**src/rtl/lce_pkg.sv**
```systemverilog
package lce_pkg;

  // word offsets of the register port
  localparam int unsigned OFS_RAW = 0;
  localparam int unsigned OFS_MSK = 1;
  localparam int unsigned OFS_EN  = 2;

  function automatic int unsigned sel_width(input int unsigned nphy);
    return (nphy < 2) ? 1 : $clog2(nphy);
  endfunction

endpackage

```
**src/rtl/lce_change_det.sv**
```systemverilog
module lce_change_det #(
  parameter int unsigned NCH   = 2,
  parameter int unsigned NPHY  = 32,
  parameter int unsigned SEL_W = 5
) (
  input  logic                  clk,
  input  logic                  rst,
  input  logic [NPHY-1:0]       link_stat,
  input  logic [NCH*SEL_W-1:0]  phy_sel,
  output logic [NCH-1:0]        chg
);

  logic [NCH-1:0] cur_lvl;
  logic [NCH-1:0] prev_lvl;
  logic           prev_vld;

  for (genvar c = 0; c < NCH; c++) begin : g_ch
    logic [SEL_W-1:0] sel_c;
    assign sel_c = phy_sel[c*SEL_W +: SEL_W];

    always_comb begin
      cur_lvl[c] = 1'b0;
      for (int p = 0; p < NPHY; p++) begin
        if (sel_c == SEL_W'(p)) cur_lvl[c] = link_stat[p];
      end
    end

    assign chg[c] = prev_vld && (cur_lvl[c] != prev_lvl[c]);
  end

  always_ff @(posedge clk) begin
    if (rst) begin
      prev_lvl <= '0;
      prev_vld <= 1'b0;
    end else begin
      prev_lvl <= cur_lvl;
      prev_vld <= 1'b1;
    end
  end

  AST_FIRST_QUIET: assert property (@(posedge clk) disable iff (rst)
    !prev_vld |-> (chg == '0));

endmodule

```
**src/rtl/lce_event_reg.sv**
```systemverilog
module lce_event_reg #(
  parameter int unsigned NCH = 2
) (
  input  logic           clk,
  input  logic           rst,
  input  logic [NCH-1:0] hw_chg,
  input  logic           wr_evt,
  input  logic [NCH-1:0] wbits,
  input  logic           test_en,
  output logic [NCH-1:0] ev
);

  logic [NCH-1:0] clr_req;
  logic [NCH-1:0] set_req;
  logic [NCH-1:0] ev_nxt;

  assign clr_req = (wr_evt && !test_en) ? wbits : '0;
  assign set_req = (wr_evt &&  test_en) ? wbits : '0;

  always_comb begin
    ev_nxt = ev & ~clr_req;
    ev_nxt = ev_nxt | set_req;
    ev_nxt = ev_nxt | hw_chg;   // hardware set has last word
  end

  always_ff @(posedge clk) begin
    if (rst) ev <= '0;
    else     ev <= ev_nxt;
  end

  for (genvar i = 0; i < NCH; i++) begin : g_chk
    AST_HW_SET: assert property (@(posedge clk) disable iff (rst)
      hw_chg[i] |=> ev[i]);
    AST_SET_WINS: assert property (@(posedge clk) disable iff (rst)
      (hw_chg[i] && wr_evt && wbits[i] && !test_en) |=> ev[i]);
    AST_EV_HOLD: assert property (@(posedge clk) disable iff (rst)
      (ev[i] && !(wr_evt && wbits[i] && !test_en)) |=> ev[i]);
    AST_EV_NO_SPUR: assert property (@(posedge clk) disable iff (rst)
      (!ev[i] && !hw_chg[i] && !(wr_evt && wbits[i] && test_en)) |=> !ev[i]);
  end

endmodule

```
**src/rtl/lce_regif.sv**
```systemverilog
module lce_regif
  import lce_pkg::*;
#(
  parameter int unsigned NCH    = 2,
  parameter int unsigned ADDR_W = 4,
  parameter int unsigned DATA_W = 32
) (
  input  logic              clk,
  input  logic              rst,
  input  logic              reg_wr,
  input  logic              reg_rd,
  input  logic [ADDR_W-1:0] reg_addr,
  input  logic [DATA_W-1:0] reg_wdata,
  input  logic [NCH-1:0]    ev,
  output logic              wr_evt,
  output logic [NCH-1:0]    wbits,
  output logic [NCH-1:0]    en,
  output logic [NCH-1:0]    masked,
  output logic [DATA_W-1:0] reg_rdata
);

  logic hit_raw, hit_msk, hit_en;
  logic [DATA_W-1:0] rd_mux;

  assign hit_raw = (reg_addr == ADDR_W'(OFS_RAW));
  assign hit_msk = (reg_addr == ADDR_W'(OFS_MSK));
  assign hit_en  = (reg_addr == ADDR_W'(OFS_EN));

  assign wr_evt = reg_wr && (hit_raw || hit_msk);
  assign wbits  = reg_wdata[NCH-1:0];
  assign masked = ev & en;

  always_ff @(posedge clk) begin
    if (rst)                  en <= '0;
    else if (reg_wr && hit_en) en <= reg_wdata[NCH-1:0];
  end

  always_comb begin
    rd_mux = '0;
    if (hit_raw)      rd_mux[NCH-1:0] = ev;
    else if (hit_msk) rd_mux[NCH-1:0] = masked;
    else if (hit_en)  rd_mux[NCH-1:0] = en;
  end

  always_ff @(posedge clk) begin
    if (rst)         reg_rdata <= '0;
    else if (reg_rd) reg_rdata <= rd_mux;
  end

  AST_RSVD_ZERO: assert property (@(posedge clk) disable iff (rst)
    reg_rdata[DATA_W-1:NCH] == '0);
  AST_EN_HOLD: assert property (@(posedge clk) disable iff (rst)
    !(reg_wr && hit_en) |=> $stable(en));
  AST_RD_HOLD: assert property (@(posedge clk) disable iff (rst)
    !reg_rd |=> $stable(reg_rdata));

endmodule

```
**src/rtl/link_evt_irq.sv**
```systemverilog
module link_evt_irq
  import lce_pkg::*;
#(
  parameter int unsigned NCH    = 2,
  parameter int unsigned NPHY   = 32,
  parameter int unsigned ADDR_W = 4,
  parameter int unsigned DATA_W = 32,
  localparam int unsigned SEL_W = sel_width(NPHY)
) (
  input  logic                 clk,
  input  logic                 rst,
  input  logic [NPHY-1:0]      link_stat,
  input  logic [NCH*SEL_W-1:0] phy_sel,
  input  logic                 test_en,
  input  logic                 reg_wr,
  input  logic                 reg_rd,
  input  logic [ADDR_W-1:0]    reg_addr,
  input  logic [DATA_W-1:0]    reg_wdata,
  output logic [DATA_W-1:0]    reg_rdata,
  output logic                 irq_o
);

  logic [NCH-1:0] hw_chg;
  logic [NCH-1:0] ev;
  logic [NCH-1:0] en;
  logic [NCH-1:0] masked;
  logic [NCH-1:0] wbits;
  logic           wr_evt;

  lce_change_det #(.NCH(NCH), .NPHY(NPHY), .SEL_W(SEL_W)) u_det (
    .clk(clk), .rst(rst), .link_stat(link_stat), .phy_sel(phy_sel), .chg(hw_chg)
  );

  lce_event_reg #(.NCH(NCH)) u_evt (
    .clk(clk), .rst(rst), .hw_chg(hw_chg), .wr_evt(wr_evt), .wbits(wbits),
    .test_en(test_en), .ev(ev)
  );

  lce_regif #(.NCH(NCH), .ADDR_W(ADDR_W), .DATA_W(DATA_W)) u_reg (
    .clk(clk), .rst(rst), .reg_wr(reg_wr), .reg_rd(reg_rd), .reg_addr(reg_addr),
    .reg_wdata(reg_wdata), .ev(ev), .wr_evt(wr_evt), .wbits(wbits), .en(en),
    .masked(masked), .reg_rdata(reg_rdata)
  );

  always_ff @(posedge clk) begin
    if (rst) irq_o <= 1'b0;
    else     irq_o <= |masked;
  end

  AST_IRQ_UP: assert property (@(posedge clk) disable iff (rst)
    (|(ev & en)) |=> irq_o);
  AST_IRQ_DN: assert property (@(posedge clk) disable iff (rst)
    !(|(ev & en)) |=> !irq_o);

endmodule

```
**config.mk**
```make
export PLATFORM = sky130hd
export DESIGN_NAME = link_evt_irq
export DESIGN_NICKNAME = d
export VERILOG_FILES = /design/src/rtl/lce_pkg.sv /design/src/rtl/lce_change_det.sv /design/src/rtl/lce_event_reg.sv /design/src/rtl/lce_regif.sv /design/src/rtl/link_evt_irq.sv
export SDC_FILE = /design/constraint.sdc
export NUM_CORES = 1
export LEC_CHECK = 0
export ABC_CLOCK_PERIOD_IN_PS = 3100
export BUFFER_PORTS_ARGS = -buffer_cell sky130_fd_sc_hd__buf_2
export CAP_MARGIN = 20
export CELL_PAD_IN_SITES_DETAIL_PLACEMENT = 1
export CELL_PAD_IN_SITES_GLOBAL_PLACEMENT = 2
export CORE_MARGIN = 2
export CORE_UTILIZATION = 22
export DETAILED_ROUTE_END_ITERATION = 12
export GPL_TIMING_DRIVEN = 0
export HOLD_SLACK_MARGIN = 0.06
export MAX_ROUTING_LAYER = met4
export PLACE_DENSITY = 0.86
export SLEW_MARGIN = 20
export SYNTH_ARGS = -nofsm -noshare
export SYNTH_HDL_FRONTEND = slang
export SYNTH_SLANG_ARGS = --single-unit
```
**constraint.sdc**
```tcl
create_clock -name clk -period 3.1 [get_ports clk]
set_clock_uncertainty 0.2 [all_clocks]
set_input_delay 0.155 -clock clk [delete_from_list [all_inputs] [get_ports clk]]
set_output_delay 0.155 -clock clk [all_outputs]
set_load 0.05 [all_outputs]
```
======== Word-level counts from Yosys, hierarchy flattened ========
Cells that the tools add are included.
word-level totals
  bits in latches ......................... 0
  output and inout bits ................... 33
  bits in read-only memories .............. 0
  input port bits ......................... 83
  memories ................................ 0
  bits in writable memories ............... 0
  register bits after elaboration ......... 10
cells by class
  equality and inequality tests ........... 66
  multiplexer cells ....................... 70
  multipliers ............................. 0
  divide/modulo/power cells ............... 0
  bitwise logic cells ..................... 5
  $add $sub $neg .......................... 0
  shift operators ......................... 0
  $lt $le $gt $ge ......................... 0
  reductions and logical operators ........ 12
operators with widths
  kind                                                             number
  5-bit == test, second input constant                             32
  5-bit by 4-bit == test with 1-bit output, second input constant  16
  1-bit 2-to-1 mux                                                 65
  5-bit by 3-bit == test with 1-bit output, second input constant  8
  5-bit by 2-bit == test with 1-bit output, second input constant  4
  5-bit by 1-bit == test with 1-bit output, second input constant  2
  5-bit logical NOT                                                2
  2-bit 2-to-1 mux                                                 5
  1-bit logical AND                                                6
  2-bit AND                                                        2
  4-bit by 1-bit == test with 1-bit output, second input constant  1
  4-bit by 2-bit == test with 1-bit output, second input constant  1
  4-bit logical NOT                                                1
  2-bit OR                                                         2
  1-bit inequality test                                            2
  2-bit NOT                                                        1
  2-bit OR reduction                                               1
  1-bit logical NOT                                                1
  1-bit logical OR                                                 1

======== Logic depth before layout (Yosys ltp) ========
Gate-level depths: netlist of the first run.
  depth after elaboration ................. 36
  gate-level depth with buffers ........... 9

======== Modules after synthesis ========
Synthesis of the first run repeated with hierarchy kept, for this count alone.
unflattened totals
  cells, all modules ...................... 240
  area total of the unflattened synthesis .. 1823.0 um^2
modules (own cells, without submodules)
  module          times used  cells each  area an instance (um^2)  seq. area each (um^2)
  lce_change_det  1           170         1219.9                   60.1
  lce_regif       1           60          493.0                    80.1
  lce_event_reg   1           8           80.1                     40.0
  link_evt_irq    1           2           30.0                     20.0

======== Least setup slack after synthesis of the first run ========
OpenSTA, ideal clock, no wires.
  path kind ............................... input to register
  start ................................... in phy_sel[5]
  end ..................................... reg u_evt.ev[1]
  arrival ................................. 1.585 ns
  data required time ...................... 2.770 ns
  library setup time ...................... 0.130 ns
  slack ................................... 1.185 ns
  path buffers ............................ 1
  cell stages on the path ................. 8
  cell sequence ........................... buf_6 mux4_2 and2_0 o21ai_1 o211ai_1 a32oi_1 xor2_1 o22ai_1
between the ends
  cells in the longest elaborated chain, start to end .. 36
  elaborated cells on any way between the ends .. 67
ends and longest elaborated chain
  element                         RTL line              source
  start, declared                 link_evt_irq.sv:13    input logic [NCH*SEL_W-1:0] phy_sel,
  5-bit logical NOT               lce_change_det.sv:24  if (sel_c == SEL_W'(p)) cur_lvl[c] = link_stat[p];
  1-bit 2-to-1 mux (31 in a row)  lce_change_det.sv:24
  1-bit 2-to-1 mux *              lce_change_det.sv:24
  1-bit inequality test *         lce_change_det.sv:28  assign chg[c] = prev_vld && (cur_lvl[c] != prev_lvl[c]);
  1-bit logical AND *             lce_change_det.sv:28
  2-bit OR *                      lce_event_reg.sv:23   ev_nxt = ev_nxt | hw_chg;
  end signal, assigned            lce_event_reg.sv:28   else ev <= ev_nxt;
  end, declared                   lce_event_reg.sv:10   output logic [NCH-1:0] ev
Every way passes the cells marked *; elsewhere a longest branch is shown, timed or not.
A chain may end at the register's enable or synchronous reset.

======== Final worst setup path of the first run ========
  start ................................... in phy_sel[3]
  end ..................................... reg u_evt.ev[0]
Same word-level chain as after synthesis.

==> key figures, run 1 <==
Global route
  – Initial antenna violation count: 0
  – Largest net degree at the start of global routing: 11
  – Vias in the first global route: 2,100
  – Gr usage total: 0.1514
  – First-pass GRT wire length: 10,240 um
  – Grt total ovfl: 0

Routing
  – First-pass DRT Iterations: 4
  – DR iter-0 viols: 100
  – Antenna viol nets, final: 0
  – Average wire per standard cell: 14.70 um
  – Post-detailed-route DRC marker count: 0
  – Final WL: 6364 um
  – Vias/cell: 4.859
  – Via count: 2,104

Clock tree
  – CTS resizes: 0
  – H-tree depth: 1
  – CTS Buf Count: 3
  – Root Driver: clkbuf_8
  – TritonCTS clock tree: built
  – Clk buf depth: 2
  – Post-CTS setup buffers: 0
  – Reg clk slew, reported paths: 50 ps
  – Post-CTS Hold Fix Bufs: 6
  – Clock sink count: 10
  – Worst-Skew Late Latency: 240 ps

Placement
  – GP Congestion: 0.8723
  – Placed cell areas: 0.002202 mm2
  – Hpwl dp: 4977 um
  – IO Port Bufs: 50

Layout
  – Fin area: 0.002317 mm2
  – Area Growth Syn to Fin: 35.08%
  – Share of cells above drive strength 1: 0.3142
  – Diodes inserted: 0
  – Layout Nets: 415
  – Most common cell after layout, fill and taps aside: buf_2
  – Fill cell count: 982
  – Most frequent cells in the layout: buf_2 (61), buf_4 (30), conb_1 (30), a21oi_1 (18), nor2_1 (17)
  – Final core occ: 0.3030

Setup path
  – Startpoint types: input port
  – Worst Path Max Fanout: 10
  – CP Capture Type: flop
  – Worst EP required: 3020 ps
  – Crit path DAT: 2110 ps
  – WS Path Type: in2reg

Timing
  – Minimum clock period: 2192 ps
  – Endpoints failing hold: 0
  – Worst-Margin Slew: 648.4 ps
  – Rel. slew slack: 0.5616
  – RSZ-0062 raised after global routing: false
  – Final period utilization: 0.7072
  – Final TNS setup: 0 ps
  – FMAX: 0.4562 GHz
  – Worst hold slack: 77.87 ps
  – Final setup viols: 0
  – Slew Viols, Final: 0

Yosys
  – Total of warnings raised by yosys: 0
  – Sequential area share after synthesis: 0.1167
  – Mean Syn Cell Area: 7.088 um2
  – Post-synthesis cell count: 242
  – Synth cell types: 52
  – Number of synthesized flops with an enable pin: 0
  – FFs w/ async S/R, synth: 0
  – Synthesized cell area: 0.001715 mm2
  – Dominant register cell in the synthesized netlist: dfxtp_1
  – Flops & latches, synth: 10

Floorplanning
  – Ports: 116
  – # rows: 32
  – Initial Util: 0.2243
  – Die height: 92.30 um
  – Die area: 0.008519 mm2
  – Core Footprint: 0.007647 mm2
  – Die width: 92.30 um

Power and ir drop
  – Pwr/cell area: 276.8 mW/mm2
  – Leak: 1.092 nW
  – IR drop worst, VDD: 0.07902 mV

Min path
  – Worst hold path type: in2reg

Outcome
  – Status: finished, final reports clean

Run
  – Max-cap viol count: 0
-- power breakdown --
part	switching, mW	internal, mW	total [mW]
sequential	0.00660	0.138	0.144
combinational	0.206	0.123	0.329
clock	0.0564	0.112	0.168
-- layer usage --
metal	share of wire	track usage	vias to the layer above	wire, um
met2	0.49	0.2634	83	3101
met3	0.073	0.02034	8	465
met1	0.43	0.1886	999	2759
met4	0.0058	0.02985	0	37
li1	-	-	1014	-
met5	0	-	-	0
-- worst max-delay path, stage by stage --
cell       delay, ps
buf_2            130
clkbuf_1         360
inv_1            160
a2111oi_0        530
a211oi_1          90
o21ai_0          390
a21oi_1          110
nand3b_1         180
-- flip-flops by register name, indices dropped and copies added, names as in the netlist --
| signal | flops |
|---|---|
| u_det.prev_lvl | 2 |
| irq_o | 1 |
| u_evt.ev | 2 |
| u_reg.en | 2 |
| u_reg.reg_rdata | 2 |
| u_det.prev_vld | 1 |
-- cell type report --
cell class,count,area [um2],share of cell area
Multi-Input combinational cell,201,1265,0.5459
Clock buffer,4,55.05,0.02376
Sequential cell,10,200.2,0.08639
Buffer,48,314.1,0.1355
Inverter,12,45.04,0.01944
Timing Repair Buffer,56,310.3,0.1339
Tap cell,102,127.6,0.05508
-- path summary, 6_finish.rpt --
kind	startpoint	to	slack [ps]	cells after the start
max	phy_sel[3]	u_evt.ev[0]	910	8
min	test_en	u_evt.ev[1]	80	3
max reg2reg	u_evt.ev[1]	u_reg.reg_rdata[1]	1340	6
min reg2reg	u_reg.reg_rdata[1]	u_reg.reg_rdata[1]	280	2
-- kinds of logic (layout without fill, tap and decap cells) --
group	Yosys count	count (layout)	share of synthesized area
other	1	30	0.002186
multiplexers	16	16	0.1079
AO/OA/AOI/OAI	72	72	0.2823
XOR/XNOR	1	1	0.005107
flip-flops	10	10	0.1167
AND/OR/NAND/NOR	82	82	0.2764
buffers and inverters	60	120	0.2093
-- Yosys cell counts (4+ instances only) --
library cell	instances	share of area
mux2i_1	14	0.082
clkbuf_1	6	0.013
inv_1	12	0.026
nand3_1	7	0.020
nand3b_1	4	0.018
nor3_1	7	0.020
nor3b_1	6	0.026
buf_4	30	0.13
o22ai_1	5	0.018
a21oi_1	18	0.053
nand2b_1	7	0.026
nor2_1	17	0.037
dfxtp_1	10	0.12
a31oi_1	8	0.029
nand2_1	11	0.024
o21ai_0	7	0.020
buf_2	11	0.032
nor2b_1	6	0.022
-- through the flow --
step           worst slack, ps  power [mW]  std cells
3_3_place_gp             746.9      0.4622        423
3_5_place_dp             691.3      0.4658        423
2_1_floorplan             1185      0.3828        271
5_1_grt                  685.6      0.6778        433
6_report                 907.8      0.6414        433
4_1_cts                  936.7      0.6418        433
Power figures use the tool's default switching activity.
==> run 2, diff against run 1 <==
--- a/config.mk
+++ b/config.mk
@@ -5,18 +5,18 @@
 export SDC_FILE = /design/constraint.sdc
 export NUM_CORES = 1
 export LEC_CHECK = 0
-export ABC_CLOCK_PERIOD_IN_PS = 3100
+export ABC_CLOCK_PERIOD_IN_PS = 1790
 export BUFFER_PORTS_ARGS = -buffer_cell sky130_fd_sc_hd__buf_2
 export CAP_MARGIN = 20
 export CELL_PAD_IN_SITES_DETAIL_PLACEMENT = 1
 export CELL_PAD_IN_SITES_GLOBAL_PLACEMENT = 2
 export CORE_MARGIN = 2
-export CORE_UTILIZATION = 22
+export CORE_UTILIZATION = 19
 export DETAILED_ROUTE_END_ITERATION = 12
 export GPL_TIMING_DRIVEN = 0
 export HOLD_SLACK_MARGIN = 0.06
 export MAX_ROUTING_LAYER = met4
-export PLACE_DENSITY = 0.86
+export PLACE_DENSITY = 0.79
 export SLEW_MARGIN = 20
 export SYNTH_ARGS = -nofsm -noshare
 export SYNTH_HDL_FRONTEND = slang
==> constraint.sdc (replaced) <==
create_clock -name clk -period 1.79 [get_ports clk]
set_clock_uncertainty 0.2 [all_clocks]
set_input_delay 0.0895 -clock clk [delete_from_list [all_inputs] [get_ports clk]]
set_output_delay 0.0895 -clock clk [all_outputs]
set_load 0.05 [all_outputs]
==> run 2 against run 1 <==
Effect of this change: wire length is 8.2% higher; power is 90% higher; worst setup slack worse by 900 ps; critical endpoint is now u_evt.ev[1].
==> key figures, run 2 (synthesis results as in run 1) <==
Outcome
  – Status: finished, final reports clean (unchanged)

Power and ir drop
  – Pwr/cell area: 460.8 mW/mm2 (was 276.8 mW/mm2)
  – IR drop worst, VDD: 0.1659 mV (was 0.07902 mV)
  – Leak: 1.206 nW (was 1.092 nW)
  – Clock power share: 0.250 (was 0.263)
  – Internal power: 0.7042 mW (was 0.3722 mW)
  – NetSw: 0.5169 mW (was 0.2693 mW)
  – Register share of total power: 0.204 (was 0.225)
  – Power after layout: 1.221 mW (was 0.6414 mW)
  – Combinational power share: 0.546 (was 0.513)
  – Switching Fraction: 0.4233 (was 0.4198)

Min path
  – Hold Path End: u_evt.ev[0] (was u_evt.ev[1])
  – Hold path cells: 4 (was 3)
  – Worst hold path type: in2reg (unchanged)
  – Hold_sp: rst (was test_en)

Timing
  – Final period utilization: 0.9958
  – Minimum clock period: 1783 ps
  – Worst hold slack: 55.62 ps (was 77.87 ps)
  – RSZ-0062 raised after global routing: true (was false)
  – FMAX: 0.5610 GHz
  – Slew Viols, Final: 0 (unchanged)
  – Worst-Margin Slew: 657.7 ps (was 648.4 ps)
  – Endpoints failing hold: 0 (unchanged)
  – Rel. slew slack: 0.5554 (was 0.5616)
  – Final setup viols: 0 (unchanged)

Placement
  – Placed cell areas: 0.002215 mm2 (was 0.002202 mm2)
  – GP Congestion: 0.8398 (was 0.8723)
  – IO Port Bufs: 50 (unchanged)
  – Hpwl dp: 5136 um (was 4977 um)
  – Placed Cells: 429 (was 423)

Setup path
  – Reg-to-reg endpoint: u_evt.ev[0] (was u_reg.reg_rdata[1])
  – Reg2reg setup slack: 330 ps (was 1340 ps)
  – Max incr delay on CP: 510 ps (was 530 ps)
  – R2r startpoint: u_det.prev_lvl[0] (was u_evt.ev[1])
  – Slowest CP cell: mux4_2 (was a2111oi_0)
  – Worst Path Max Fanout: 6 (was 10)
  – Worst EP required: 1700 ps (was 3020 ps)
  – WS Path Type: in2reg (unchanged)
  – Reg2reg path depth: 3 (was 6)
  – CP Capture Type: flop (unchanged)
  – Startpoint types: input port (unchanged)
  – Crit path DAT: 1690 ps (was 2110 ps)
  – Crit path cell chain: buf_12, mux4_2, nor2_2, a31o_2, a31oi_2, a32oi_2, xor2_1, o22ai_1 (was buf_2, clkbuf_1, inv_1, a2111oi_0, a211oi_1, o21ai_0, a21oi_1, nand3b_1)

Layout
  – Most common cell after layout, fill and taps aside: buf_2 (unchanged)
  – Area Growth Syn to Fin: 54.49% (was 35.08%)
  – Share of cells above drive strength 1: 0.4111 (was 0.3142)
  – Diodes inserted: 0 (unchanged)
  – Most frequent cells in the layout: buf_2 (52), buf_4 (40), conb_1 (30), nor2_1 (15), a21oi_1 (14) (was buf_2 (61), buf_4 (30), conb_1 (30), a21oi_1 (18), nor2_1 (17))
  – Fin area: 0.002650 mm2 (was 0.002317 mm2)
  – Fill cell count: 1,069 (was 982)
  – Layout Nets: 427 (was 415)
  – Final Non-Filler Cells: 451 (was 433)

Clock tree
  – Worst-Skew Late Latency: 240 ps (about the same)
  – TritonCTS clock tree: built (unchanged)
  – Clk buf depth: 2 (unchanged)
  – H-tree depth: 1 (unchanged)
  – Root Driver: clkbuf_8 (unchanged)
  – Clock sink count: 10 (unchanged)
  – Reg clk slew, reported paths: 60 ps (was 50 ps)
  – CTS Buf Count: 3 (unchanged)

Routing
  – DR iter-0 viols: 72 (was 100)
  – Post-detailed-route DRC marker count: 0 (unchanged)
  – First-pass DRT Iterations: 4 (unchanged)
  – Via count: 2,125 (was 2,104)
  – Final WL: 6887 um (was 6364 um)
  – Vias/cell: 4.712 (was 4.859)
  – Average wire per standard cell: 15.27 um (was 14.70 um)
  – Antenna viol nets, final: 0 (unchanged)

Global route
  – Vias in the first global route: 2,106 (was 2,100)
  – Largest net degree at the start of global routing: 11 (unchanged)
  – Initial antenna violation count: 0 (unchanged)
  – Grt total ovfl: 0 (unchanged)
  – Gr usage total: 0.1339 (was 0.1514)
  – First-pass GRT wire length: 10,490 um (was 10,240 um)

Floorplanning
  – Core Footprint: 0.008721 mm2 (was 0.007647 mm2)
  – Die width: 99.02 um (was 92.30 um)
  – # rows: 34 (was 32)
  – Die height: 99.02 um (was 92.30 um)
  – Initial Util: 0.1967 (was 0.2243)
  – Ports: 116 (unchanged)
  – Die area: 0.009804 mm2 (was 0.008519 mm2)

Run
  – Max-cap viol count: 0 (unchanged)
run 2: worst max path at each step:
stage	startpoint	endpoint	cells past startpoint
3_5_place_dp	phy_sel[6]	u_evt.ev[1]	9
4_1_cts	phy_sel[6]	u_evt.ev[1]	9
2_1_floorplan	phy_sel[5]	u_evt.ev[1]	8
6_report	phy_sel[5]	u_evt.ev[1]	8
5_1_grt	phy_sel[5]	u_evt.ev[1]	8
3_3_place_gp	phy_sel[6]	u_evt.ev[1]	9
run 2: area by class of cell:
cell class,count,area (um2),area share
inverters,12,48.80,0.01841
plain buffers,48,371.6,0.1402
flip-flops and latches,10,201.4,0.07602
well taps,108,135.1,0.05099
repair buffers,68,431.7,0.1629
multi-input cells,201,1406,0.5307
clock buffers,4,55.05,0.02077
run 2: power groups by stage:
stage	sequential (mW)	clock, mW	combinational (mW)
6_report	0.249	0.306	0.667
5_1_grt	0.251	0.326	0.712
4_1_cts	0.249	0.306	0.580
3_5_place_dp	0.254	0	0.556
3_3_place_gp	0.252	0	0.549
2_1_floorplan	0.252	0	0.412
run 2: per-stage QoR:
step                utilization  TNS (ps)  setup slack, ps
finish                   0.3039         0            7.480
CTS                      0.2737    -49.58           -39.93
floorplan                     -    -3.319           -3.319
global placement         0.2539     -1280           -423.9
global route             0.3039    -45.81           -45.81
detailed placement       0.2539     -1401           -433.2
run 2: worst max-delay path, delay by kind of cell:
kind                      cells  cell delay, ps
buffers and inverters         1              90
muxes                         1             510
and+or+nand+nor               1             130
AOI/OAI and AO/OA             4             670
xor gates and xnor gates      1             200
run 2: routing by layer:
| layer | wire, um | vias to the layer above | track usage |
|---|---|---|---|
| met5 | 0 | - | - |
| met4 | 105 | 0 | 0.02107 |
| met3 | 297 | 10 | 0.01064 |
| met2 | 3393 | 64 | 0.2292 |
| met1 | 3091 | 1010 | 0.1756 |
| li1 | - | 1041 | - |
run 2: what timing repair did:
action / in CTS / in global routing
setup buffers: 0 / 8
pin swaps: 1 / 16
resized for setup: 8 / 57
endpoints found under the hold margin: 5 / 1
hold buffers: 9 / 1
cloned: 0 / 1
setup endpoints to repair: 3 / 5
==> run 3, diff against run 2 <==
--- a/config.mk
+++ b/config.mk
@@ -6,17 +6,17 @@
 export NUM_CORES = 1
 export LEC_CHECK = 0
 export ABC_CLOCK_PERIOD_IN_PS = 1790
-export BUFFER_PORTS_ARGS = -buffer_cell sky130_fd_sc_hd__buf_2
 export CAP_MARGIN = 20
 export CELL_PAD_IN_SITES_DETAIL_PLACEMENT = 1
 export CELL_PAD_IN_SITES_GLOBAL_PLACEMENT = 2
 export CORE_MARGIN = 2
-export CORE_UTILIZATION = 19
+export CORE_UTILIZATION = 28
 export DETAILED_ROUTE_END_ITERATION = 12
+export DONT_BUFFER_PORTS = 1
 export GPL_TIMING_DRIVEN = 0
 export HOLD_SLACK_MARGIN = 0.06
 export MAX_ROUTING_LAYER = met4
-export PLACE_DENSITY = 0.79
+export PLACE_DENSITY = 0.76
 export SLEW_MARGIN = 20
 export SYNTH_ARGS = -nofsm -noshare
 export SYNTH_HDL_FRONTEND = slang
==> run 3 against run 2 <==
Effect of this change: maximum frequency is 3.1% higher; register-to-register slack better by 30 ps; sequential share of layout area is 1.5 points higher; final cell count is 19% lower; combinational power is 20% lower; non-clock buffer count is 54 lower; global-route usage is 3.6 points higher; power is 13% lower; first-iteration DRC count is 51% lower; wire length is 14% lower; flip-flop and latch count stayed put; largest cell class unchanged; highest routed layer unchanged.
==> key figures, run 3 (synthesis results as in run 1) <==
Global route
  – Gr usage total: 0.1696 (was 0.1339)
  – Initial antenna violation count: 0 (unchanged)
  – Grt total ovfl: 0 (unchanged)
  – Largest net degree at the start of global routing: 11 (unchanged)
  – Vias in the first global route: 1,727 (was 2,106)
  – First-pass GRT wire length: 8687 um (was 10,490 um)

Floorplanning
  – # rows: 28 (was 34)
  – Die height: 82.27 um (was 99.02 um)
  – Die width: 82.27 um (was 99.02 um)
  – Initial Util: 0.2897 (was 0.1967)
  – Core Footprint: 0.005921 mm2 (was 0.008721 mm2)
  – Ports: 116 (unchanged)
  – Die area: 0.006768 mm2 (was 0.009804 mm2)

Placement
  – Placed Cells: 346 (was 429)
  – IO Port Bufs: 0 (was 50)
  – GP Congestion: 0.8278 (was 0.8398)
  – Hpwl dp: 4559 um (was 5136 um)

Setup path
  – Crit path cell chain: buf_12, mux4_2, and2_4, o21ai_2, o211ai_1, a32oi_2, xor2_1, o22ai_1 (was buf_12, mux4_2, nor2_2, a31o_2, a31oi_2, a32oi_2, xor2_1, o22ai_1)
  – CP delay by family, top: compound AO/OA/AOI/OAI gates (unchanged)
  – Worst path bufs/invs: 1 (unchanged)
  – R2r startpoint: u_det.prev_lvl[0] (unchanged)
  – Worst Path Max Fanout: 5 (was 6)
  – Reg-to-reg endpoint: u_evt.ev[0] (unchanged)
  – Worst Setup SP: phy_sel[5] (unchanged)
  – WS Path Type: in2reg (unchanged)
  – Reg2reg path depth: 3 (unchanged)
  – Slowest CP cell: mux4_2 (unchanged)
  – Startpoint types: input port (unchanged)
  – Worst EP required: 1710 ps (was 1700 ps)
  – Crit path capture: u_evt.ev[1] (unchanged)
  – Max incr delay on CP: 490 ps (was 510 ps)
  – Reg2reg setup slack: 360 ps (was 330 ps)
  – Stages on the worst setup path: 8 (unchanged)
  – CP Capture Type: flop (unchanged)
  – Crit path DAT: 1640 ps (was 1690 ps)

Run
  – Max-cap viol count: 0 (unchanged)

Routing
  – Final WL: 5929 um (was 6887 um)
  – Post-detailed-route DRC marker count: 0 (unchanged)
  – Average wire per standard cell: 16.29 um (was 15.27 um)
  – Vias/cell: 5.310 (was 4.712)
  – Antenna viol nets, final: 0 (unchanged)
  – Via count: 1,933 (was 2,125)
  – DR iter-0 viols: 35 (was 72)
  – First-pass DRT Iterations: 4 (unchanged)

Clock tree
  – Root Driver: clkbuf_8 (unchanged)
  – Reg clk slew, reported paths: 50 ps (was 60 ps)
  – Post-CTS setup buffers: 0 (unchanged)
  – Clk buf depth: 2 (unchanged)
  – H-tree depth: 1 (unchanged)
  – Clock sink count: 10 (unchanged)
  – Worst-Skew Late Latency: 230 ps (was 240 ps)
  – CTS Buf Count: 3 (unchanged)
  – TritonCTS clock tree: built (unchanged)

Min path
  – Worst hold path type: in2reg (unchanged)

Outcome
  – Status: finished, final reports clean (unchanged)

Layout
  – Final core occ: 0.3730 (was 0.3039)
  – Area Growth Syn to Fin: 28.74% (was 54.49%)
  – Final Non-Filler Cells: 364 (was 451)
  – Most frequent cells in the layout: buf_4 (33), conb_1 (30), a21oi_1 (18), nor2_1 (17), mux2i_1 (14) (was buf_2 (52), buf_4 (40), conb_1 (30), nor2_1 (15), a21oi_1 (14))
  – Most common cell after layout, fill and taps aside: buf_4 (was buf_2)
  – Diodes inserted: 0 (unchanged)
  – Layout Nets: 373 (was 427)
  – Share of cells above drive strength 1: 0.2388 (was 0.4111)

Timing
  – Final setup viols: 0 (unchanged)
  – Endpoints failing hold: 0 (unchanged)
  – Worst-Margin Slew: 593.6 ps (was 657.7 ps)
  – Final period utilization: 0.9661 (was 0.9958)
  – Worst hold slack: 54.28 ps (was 55.62 ps)
  – Slew Viols, Final: 0 (unchanged)
  – Rel. slew slack: 0.5987 (was 0.5554)
  – FMAX: 0.5783 GHz (was 0.5610 GHz)
  – Final TNS setup: 0 ps (unchanged)
  – Minimum clock period: 1729 ps (was 1783 ps)
  – RSZ-0062 raised after global routing: true (unchanged)

Power and ir drop
  – Leak: 0.9692 nW (was 1.206 nW)
  – Pwr/cell area: 480.3 mW/mm2 (was 460.8 mW/mm2)
  – IR drop worst, VDD: 0.2446 mV (was 0.1659 mV)
  – Power after layout: 1.061 mW (was 1.221 mW)
-- run 3: metal layers --
layer / share of wire / track usage
met1: 0.44 / 0.2280
met2: 0.47 / 0.2702
met3: 0.081 / 0.03261
met5: 0 / -
met4: 0.0062 / 0.02333
-- run 3: where the power goes --
part	switching [mW]	internal (mW)	total, mW	leakage, nW
logic	0.323	0.209	0.532	0.858
clock network	0.0844	0.193	0.277	0.0288
registers	0.0130	0.239	0.252	0.0820
-- run 3: layout make-up --
type                       count  area (um2)
buffer                        48       342.8
fill                         768        3712
multi-input combinational    201        1316
timing repair buffer          14       155.1
clock buffer                   4       55.05
inverter                      12       45.04
sequential                    10       200.2
tap                           75       93.84
-- run 3: tightest hold or removal path: stages --
cell	delay, ps
nand2_1	40
nand2_1	50
a21oi_1	160
a21oi_1	50
nand3b_1	70
-- run 3: stage by stage --
stage	worst slack, ps	instance area (um2)
floorplan	-3.319	1829
global placement	-294.7	1923
detailed placement	-327.2	1923
CTS	7.159	2125
global route	-18.67	2208
finish	60.66	2208
-- run 3: worst min-delay path by stage --
| stage | to | start | cells after the start | slack [ps] |
|---|---|---|---|---|
| after floorplan | u_reg.en[0] | reg_wdata[0] | 2 | 30 |
| after global placement | u_reg.en[1] | reg_wdata[1] | 2 | 40 |
| after detailed placement | u_reg.en[1] | reg_wdata[1] | 2 | 50 |
| after CTS | u_evt.ev[1] | reg_addr[2] | 3 | 60 |
| after global routing | u_evt.ev[1] | reg_addr[2] | 3 | 90 |
| final | u_evt.ev[0] | reg_wdata[0] | 5 | 50 |
-- run 3: timing repair --
action,4_1_cts,5_1_grt
setup endpoints to repair,3,3
gates cloned,0,1
pin swaps,0,9
gates resized for setup,5,28
hold buffers,13,0
hold endpoints to repair,9,0
